<file path="src/rtl/glue_pkg.sv">
package glue_pkg;
  localparam int MASK_W = 6;

  localparam logic [MASK_W-1:0] OFS_HALT    = 6'd0;
  localparam logic [MASK_W-1:0] OFS_CPUID   = 6'd4;
  localparam logic [MASK_W-1:0] OFS_INT     = 6'd8;
  localparam logic [MASK_W-1:0] OFS_COUNT   = 6'd12;
  localparam logic [MASK_W-1:0] OFS_INBUF   = 6'd16;
  localparam logic [MASK_W-1:0] OFS_INSTAT  = 6'd20;
  localparam logic [MASK_W-1:0] OFS_OUTBUF  = 6'd24;
  localparam logic [MASK_W-1:0] OFS_OUTSTAT = 6'd28;

  typedef enum logic [2:0] {
    RS_ZERO, RS_CPUID, RS_COUNT, RS_INBUF, RS_INSTAT, RS_OUTBUF, RS_OUTSTAT
  } rdSel_e;

  typedef struct packed {
    logic   wrHalt;
    logic   wrInt;
    logic   wrInBuf;
    logic   wrInStat;
    logic   wrOutBuf;
    logic   wrOutStat;
    logic   rdEn;
    logic   rdSample;
    rdSel_e rdSel;
  } strobes_t;
endpackage

</file>
<file path="src/rtl/glue_ctrl.sv">
module glue_ctrl
  import glue_pkg::*;
(
  input  logic              clk,
  input  logic              rstN,
  input  logic              busSel,
  input  logic              busWe,
  input  logic [MASK_W-1:0] busAddr,
  output strobes_t          st
);
  always_comb begin
    st = '0;
    st.rdSel = RS_ZERO;
    if (busSel && busWe) begin
      unique case (busAddr)
        OFS_HALT:    st.wrHalt    = 1'b1;
        OFS_INT:     st.wrInt     = 1'b1;
        OFS_INBUF:   st.wrInBuf   = 1'b1;
        OFS_INSTAT:  st.wrInStat  = 1'b1;
        OFS_OUTBUF:  st.wrOutBuf  = 1'b1;
        OFS_OUTSTAT: st.wrOutStat = 1'b1;
        default: ;
      endcase
    end
    if (busSel && !busWe) begin
      st.rdEn = 1'b1;
      unique case (busAddr)
        OFS_CPUID:   st.rdSel = RS_CPUID;
        OFS_COUNT:   st.rdSel = RS_COUNT;
        OFS_INBUF:   st.rdSel = RS_INBUF;
        OFS_INSTAT:  begin st.rdSel = RS_INSTAT; st.rdSample = 1'b1; end
        OFS_OUTBUF:  st.rdSel = RS_OUTBUF;
        OFS_OUTSTAT: st.rdSel = RS_OUTSTAT;
        default:     st.rdSel = RS_ZERO;
      endcase
    end
  end

  AST_ONE_STROBE: assert property (@(posedge clk) disable iff (!rstN)
    $onehot0({st.wrHalt, st.wrInt, st.wrInBuf, st.wrInStat, st.wrOutBuf, st.wrOutStat, st.rdEn}));
endmodule

</file>
<file path="src/rtl/glue_dp.sv">
module glue_dp
  import glue_pkg::*;
#(
  parameter int NUM_PORTS = 4,
  parameter int CPU_COUNT = 0
) (
  input  logic                     clk,
  input  logic                     rstN,
  input  strobes_t                 st,
  input  logic                     busTwoByte,
  input  logic [15:0]              busWrData,
  input  logic [7:0]               cpuId,
  input  logic                     conValid,
  input  logic [7:0]               conData,
  output logic                     conTake,
  output logic                     rdValid,
  output logic [15:0]              rdData,
  output logic                     txValid,
  output logic [7:0]               txData,
  output logic                     haltReq,
  output logic [7:0]               exitCode,
  output logic [NUM_PORTS*8-1:0]   intLevel
);
  localparam int LEVEL_W = 8;
  localparam logic [7:0] COUNT_VAL = (CPU_COUNT == 0) ? 8'd1 : 8'(CPU_COUNT);

  logic [7:0] inBuf, inStat, outBuf, outStat;
  logic [7:0] lowByte, newLevel, rdByte;

  assign lowByte  = busWrData[7:0];
  assign newLevel = busTwoByte ? busWrData[15:8] : '0;
  assign conTake  = st.rdSample && conValid;

  // interrupt level per port
  for (genvar p = 0; p < NUM_PORTS; p++) begin : gPort
    always_ff @(posedge clk or negedge rstN) begin
      if (!rstN)
        intLevel[p*LEVEL_W +: LEVEL_W] <= '0;
      else if (st.wrInt && lowByte == 8'(p))
        intLevel[p*LEVEL_W +: LEVEL_W] <= newLevel;
    end
  end

  // halt
  always_ff @(posedge clk or negedge rstN) begin
    if (!rstN) begin
      haltReq  <= 1'b0;
      exitCode <= '0;
    end else begin
      haltReq <= st.wrHalt;
      if (st.wrHalt) exitCode <= lowByte;
    end
  end

  // console input
  always_ff @(posedge clk or negedge rstN) begin
    if (!rstN) begin
      inBuf  <= '0;
      inStat <= '0;
    end else if (st.rdSample) begin
      inBuf  <= conValid ? conData : '0;
      inStat <= conValid ? 8'd1 : '0;
    end else begin
      if (st.wrInBuf)  inBuf  <= lowByte;
      if (st.wrInStat) inStat <= lowByte;
    end
  end

  // console output
  always_ff @(posedge clk or negedge rstN) begin
    if (!rstN) begin
      outBuf  <= '0;
      outStat <= 8'd1;
      txValid <= 1'b0;
      txData  <= '0;
    end else begin
      txValid <= st.wrOutBuf;
      if (st.wrOutBuf) begin
        txData  <= lowByte;
        outBuf  <= lowByte;
        outStat <= 8'd1;
      end else if (st.wrOutStat) begin
        outStat <= lowByte;
      end
    end
  end

  // read path
  always_comb begin
    unique case (st.rdSel)
      RS_CPUID:   rdByte = cpuId;
      RS_COUNT:   rdByte = COUNT_VAL;
      RS_INBUF:   rdByte = inBuf;
      RS_INSTAT:  rdByte = conValid ? 8'd1 : 8'd0;
      RS_OUTBUF:  rdByte = outBuf;
      RS_OUTSTAT: rdByte = outStat;
      default:    rdByte = '0;
    endcase
  end

  always_ff @(posedge clk or negedge rstN) begin
    if (!rstN) begin
      rdValid <= 1'b0;
      rdData  <= '0;
    end else begin
      rdValid <= st.rdEn;
      if (st.rdEn) rdData <= {8'd0, rdByte};
    end
  end

  AST_INT_STABLE: assert property (@(posedge clk) disable iff (!rstN)
    !st.wrInt |=> $stable(intLevel));
  AST_TX_LATCH: assert property (@(posedge clk) disable iff (!rstN)
    txValid |-> (outStat == 8'd1 && outBuf == txData));
  AST_SAMPLE_HIT: assert property (@(posedge clk) disable iff (!rstN)
    (st.rdSample && conValid) |=> (inStat == 8'd1 && inBuf == $past(conData)));
  AST_SAMPLE_MISS: assert property (@(posedge clk) disable iff (!rstN)
    (st.rdSample && !conValid) |=> (inStat == 8'd0 && inBuf == 8'd0));
  AST_RD_PULSE: assert property (@(posedge clk) disable iff (!rstN)
    !st.rdEn |=> !rdValid);
endmodule

</file>
<file path="src/rtl/fw_glue_regs.sv">
module fw_glue_regs
  import glue_pkg::*;
#(
  parameter int NUM_PORTS = 4,
  parameter int CPU_COUNT = 0
) (
  input  logic                   clk,
  input  logic                   rstN,
  input  logic                   busSel,
  input  logic                   busWe,
  input  logic                   busTwoByte,
  input  logic [MASK_W-1:0]      busAddr,
  input  logic [15:0]            busWrData,
  output logic                   rdValid,
  output logic [15:0]            rdData,
  input  logic [7:0]             cpuId,
  input  logic                   conValid,
  input  logic [7:0]             conData,
  output logic                   conTake,
  output logic                   txValid,
  output logic [7:0]             txData,
  output logic                   haltReq,
  output logic [7:0]             exitCode,
  output logic [NUM_PORTS*8-1:0] intLevel
);
  strobes_t st;

  glue_ctrl uCtrl (
    .clk(clk), .rstN(rstN), .busSel(busSel), .busWe(busWe),
    .busAddr(busAddr), .st(st)
  );

  glue_dp #(.NUM_PORTS(NUM_PORTS), .CPU_COUNT(CPU_COUNT)) uDp (
    .clk(clk), .rstN(rstN), .st(st), .busTwoByte(busTwoByte),
    .busWrData(busWrData), .cpuId(cpuId), .conValid(conValid),
    .conData(conData), .conTake(conTake), .rdValid(rdValid),
    .rdData(rdData), .txValid(txValid), .txData(txData),
    .haltReq(haltReq), .exitCode(exitCode), .intLevel(intLevel)
  );
endmodule

</file>
<file path="config.mk">
export PLATFORM = sky130hd
export DESIGN_NAME = fw_glue_regs
export DESIGN_NICKNAME = d
export VERILOG_FILES = /design/src/rtl/glue_pkg.sv /design/src/rtl/glue_ctrl.sv /design/src/rtl/glue_dp.sv /design/src/rtl/fw_glue_regs.sv
export SDC_FILE = /design/constraint.sdc
export NUM_CORES = 1
export LEC_CHECK = 0
export BUFFER_PORTS_ARGS = -buffer_cell sky130_fd_sc_hd__buf_2
export CORE_ASPECT_RATIO = 0.7
export CORE_MARGIN = 5
export CORE_UTILIZATION = 54
export DETAILED_ROUTE_END_ITERATION = 10
export HOLD_SLACK_MARGIN = 0.05
export PLACE_DENSITY = 0.85
export SYNTH_ARGS = -nofsm -noshare
export SYNTH_HDL_FRONTEND = slang
export SYNTH_SLANG_ARGS = --single-unit
</file>
<file path="constraint.sdc">
create_clock -name clk -period 1.7 [get_ports clk]
set_input_delay 0.085 -clock clk [delete_from_list [all_inputs] [get_ports clk]]
set_output_delay 0.085 -clock clk [all_outputs]
set_load 0.005 [all_outputs]
</file>
==> flow_summary.yaml <==
drt:
  ant_nets: 0
  vias: 2980
  wire_per_inst_um: 18.8
  finalWirelength_mm: 9.69
  drc: 0
  drt_iter0_markers: 274
  drt_pass1_iterations: 5
  via_per_inst: 5.79
placed_design:
  gp_congestion: 0.983
  dp_hpwl_mm: 6.79
  port_buffers: 103
power_and_ir_drop:
  pwr-share-comb: 0.099
  p_seq_frac: 0.480
  p_leak_nw: 2.29
  power.switching_mw: 0.941
  power_mw: 3.99
  power.density_mw_per_mm2: 920
  cell_internal_pwr_mw: 3.05
  swShare: 0.236
  peakVddDrop_mv: 0.945
  clock_power_share: 0.420
timing:
  tightest_slew_ns: 0.541
  grt_setup_unrepaired: "false"
  hold_viol: 0
  fin_crit_sh: 0.921
  fin_skew_ns: 0.00417
  relSlewSlack: 0.639
  setup_violations: 0
  max_freq_mhz: 639
  worst_hold_slack_ns: 0.0889
  fin_tns_setup_ns: 0
  slew_violations: 0
  period_needed_ns: 1.57
synth:
  synthTopCellsByCount: "dfrtp_1 (74), o21ai_0 (49), nand2_1 (37), o21ai_1 (37), mux2_2 (16)"
  ys_seq_area_frac: 0.566
  muxShareOfSynthArea: 0.0844
  yosysWarnings: 0
  ys_ff_latch: 75
  yosysMostFrequentCell: "dfrtp_1"
  yosysTopAreaCellShare: 0.558
  synth.distinct_cells: 43
  ys.flop_type: "dfrtp_1"
  netlist_area_mm2: 0.00332
  synth_edf_count: 0
  synth_compound_area_frac: 0.171
  async_reset_ff_frac: 1.00
  synth_fa_ha_area_frac: 0
  synth_top_family_by_area: "compound AO/OA/AOI/OAI gates"
  synthSimpleGateAreaFrac: 0.127
  synth_area_leaders: "dfrtp_1 (56%), o21ai_0 (7.4%), o21ai_1 (5.6%), mux2_2 (5.4%), nand2_1 (4.2%)"
  synthesis.instances: 308
  syn_avg_cell_area_um2: 10.8
  yosys.area.top_type: "dfrtp_1"
  synth_xor_xnor_area_share: 0.00264
critical_path:
  startpoint_type: "input port"
  crit_arrival_ns: 1.79
  startpoint: "busSel"
  worstSetupPathType: "in -> reg"
  r2r_cells: 3
  rr_endpoint: "uDp.rdData[5]"
  end_kind: "flip-flop"
  crit_fanout: 10
  r2r_start: "uDp.txData[5]"
  cp.required_ns: 1.92
  r2r_slack_ns: 0.55
  crit_path_end: "uDp.rdData[6]"
die:
  die_y_um: 75.6
  core_mm2: 0.00584
  num_rows: 23
  start_util: 0.568
  dieArea_mm2: 0.00784
  ios: 112
  die_w_um: 104
global_routing:
  track_usage: 0.250
  overflow: 0
  grt_pass1_vias: 2977
  grt_pass1_wl_mm: 15.2
  grt_antenna_before_repair: 0
  grt_start_max_net_pins: 76
clock_network:
  cts_root_buf: "clkbuf_8"
  cts_buffers: 9
  clock_latency_ns: 0.35
  cts_tree: "done"
  clockBufferDepth: 2
  cts_sinks: 75
  cts_max_level: 3
  clk_pin_slew_ns: 0.07
final_layout:
  multi_input_area_mm2: 0.00131
  nFillCells: 408
  finalNetCount: 479
  area_delta_synth_final_pct: 30.7
  diodes: 0
  final_layout_size_suffix_gt1_frac: 0.366
  ff_latch_area_mm2: 0.00188
min_path:
  hold_depth: 3
  hold_class: "in -> reg"
flow_run:
  max-cap-violations: 0
outcome:
  status: "complete, no violations"
[critical path, cell delays in order]
cell	delay [ns]
dlygate4sd3_1	0.53
buf_2	0.14
and4bb_2	0.30
nor3b_2	0.17
buf_4	0.17
a222oi_1	0.27
o21ai_1	0.11
[cell families after synthesis]
kind of cell / Yosys count
compound gates: 104
flops: 75
simple gates: 74
buf+inv: 27
mux: 26
xor+xnor: 1
other cells: 1
[cells in the final DEF, fill, tap and decap left out, types with 2 or more instances in the layout]
cell / n
buf_2: 103
dfrtp_1: 74
o21ai_0: 49
nand2_1: 37
o21ai_1: 37
mux2_2: 16
dlygate4sd3_1: 16
buf_4: 13
mux2i_1: 10
clkbuf_8: 10
and3_1: 9
conb_1: 8
a21oi_1: 7
a222oi_1: 5
or2_1: 4
nor4_2: 3
nand2b_1: 3
bufinv_16: 3
nand3_1: 2
inv_1: 2
nor2b_1: 2
nand4_1: 2
a221o_1: 2
clkinv_4: 2
[sequential cells by signal (all words and copies together) (netlist names), 8 cells and up]
signal        flops
uDp.exitCode      8
uDp.txData        8
uDp.inBuf         8
uDp.rdData        8
uDp.intLevel     32
uDp.outStat       8
[worst min path at each step]
stage	startpoint	to	slack [ns]
global route	busWrData[15]	uDp.intLevel[7]	0.08
detailed placement	rstN	uDp.exitCode[7]	0.15
CTS	busWrData[2]	uDp.outStat[2]	0.07
global placement	rstN	uDp.exitCode[5]	0.14
floorplan	rstN	uDp.exitCode[0]	-0.21
finish	busWrData[7]	uDp.outStat[7]	0.09
[cell type report]
type | count | share of cell area
Tap cell | 75 | 0.0216
Timing Repair Buffer | 133 | 0.183
Multi-Input combinational cell | 213 | 0.302
Clock inverter | 6 | 0.0260
Clock buffer | 10 | 0.0317
Inverter | 3 | 0.00260
Sequential cell | 75 | 0.433
[per-stage QoR]
stage,setup slack [ns],util,instance area (µm²),cells
6_report,0.134,0.743,4340,515
5_1_grt,0.0108,0.743,4340,515
4_1_cts,0.0327,0.740,4330,514
3_5_place_dp,0.143,0.670,3920,482
3_3_place_gp,0.208,0.670,3920,482
2_1_floorplan,0.471,-,3350,315
[power groups by stage]
| stage | clock, mW | sequential [mW] | combinational [mW] |
|---|---|---|---|
| global placement | 0 | 1.94 | 0.350 |
| floorplan | 0 | 1.94 | 0.164 |
| detailed placement | 0 | 1.95 | 0.360 |
| finish | 1.68 | 1.92 | 0.397 |
| global route | 1.77 | 1.93 | 0.441 |
| CTS | 1.70 | 1.91 | 0.392 |
[what timing repair did]
| item | CTS | global route |
|---|---|---|
| setup buffers | 0 | 1 |
| resized for setup | 0 | 5 |
| endpoints found under the setup margin | 0 | 32 |
| hold buffers | 16 | 0 |
| endpoints found under the hold margin | 92 | 0 |
[per-layer routing]
layer  vias up  share of wire  global-route usage
met2       170           0.46               0.391
met3        25          0.092              0.0872
met5         -              0                   0
li1       1351              -                   -
met1      1434           0.42               0.324
met4         0          0.026               0.106
No activity file was read; power rests on OpenSTA's default activity.
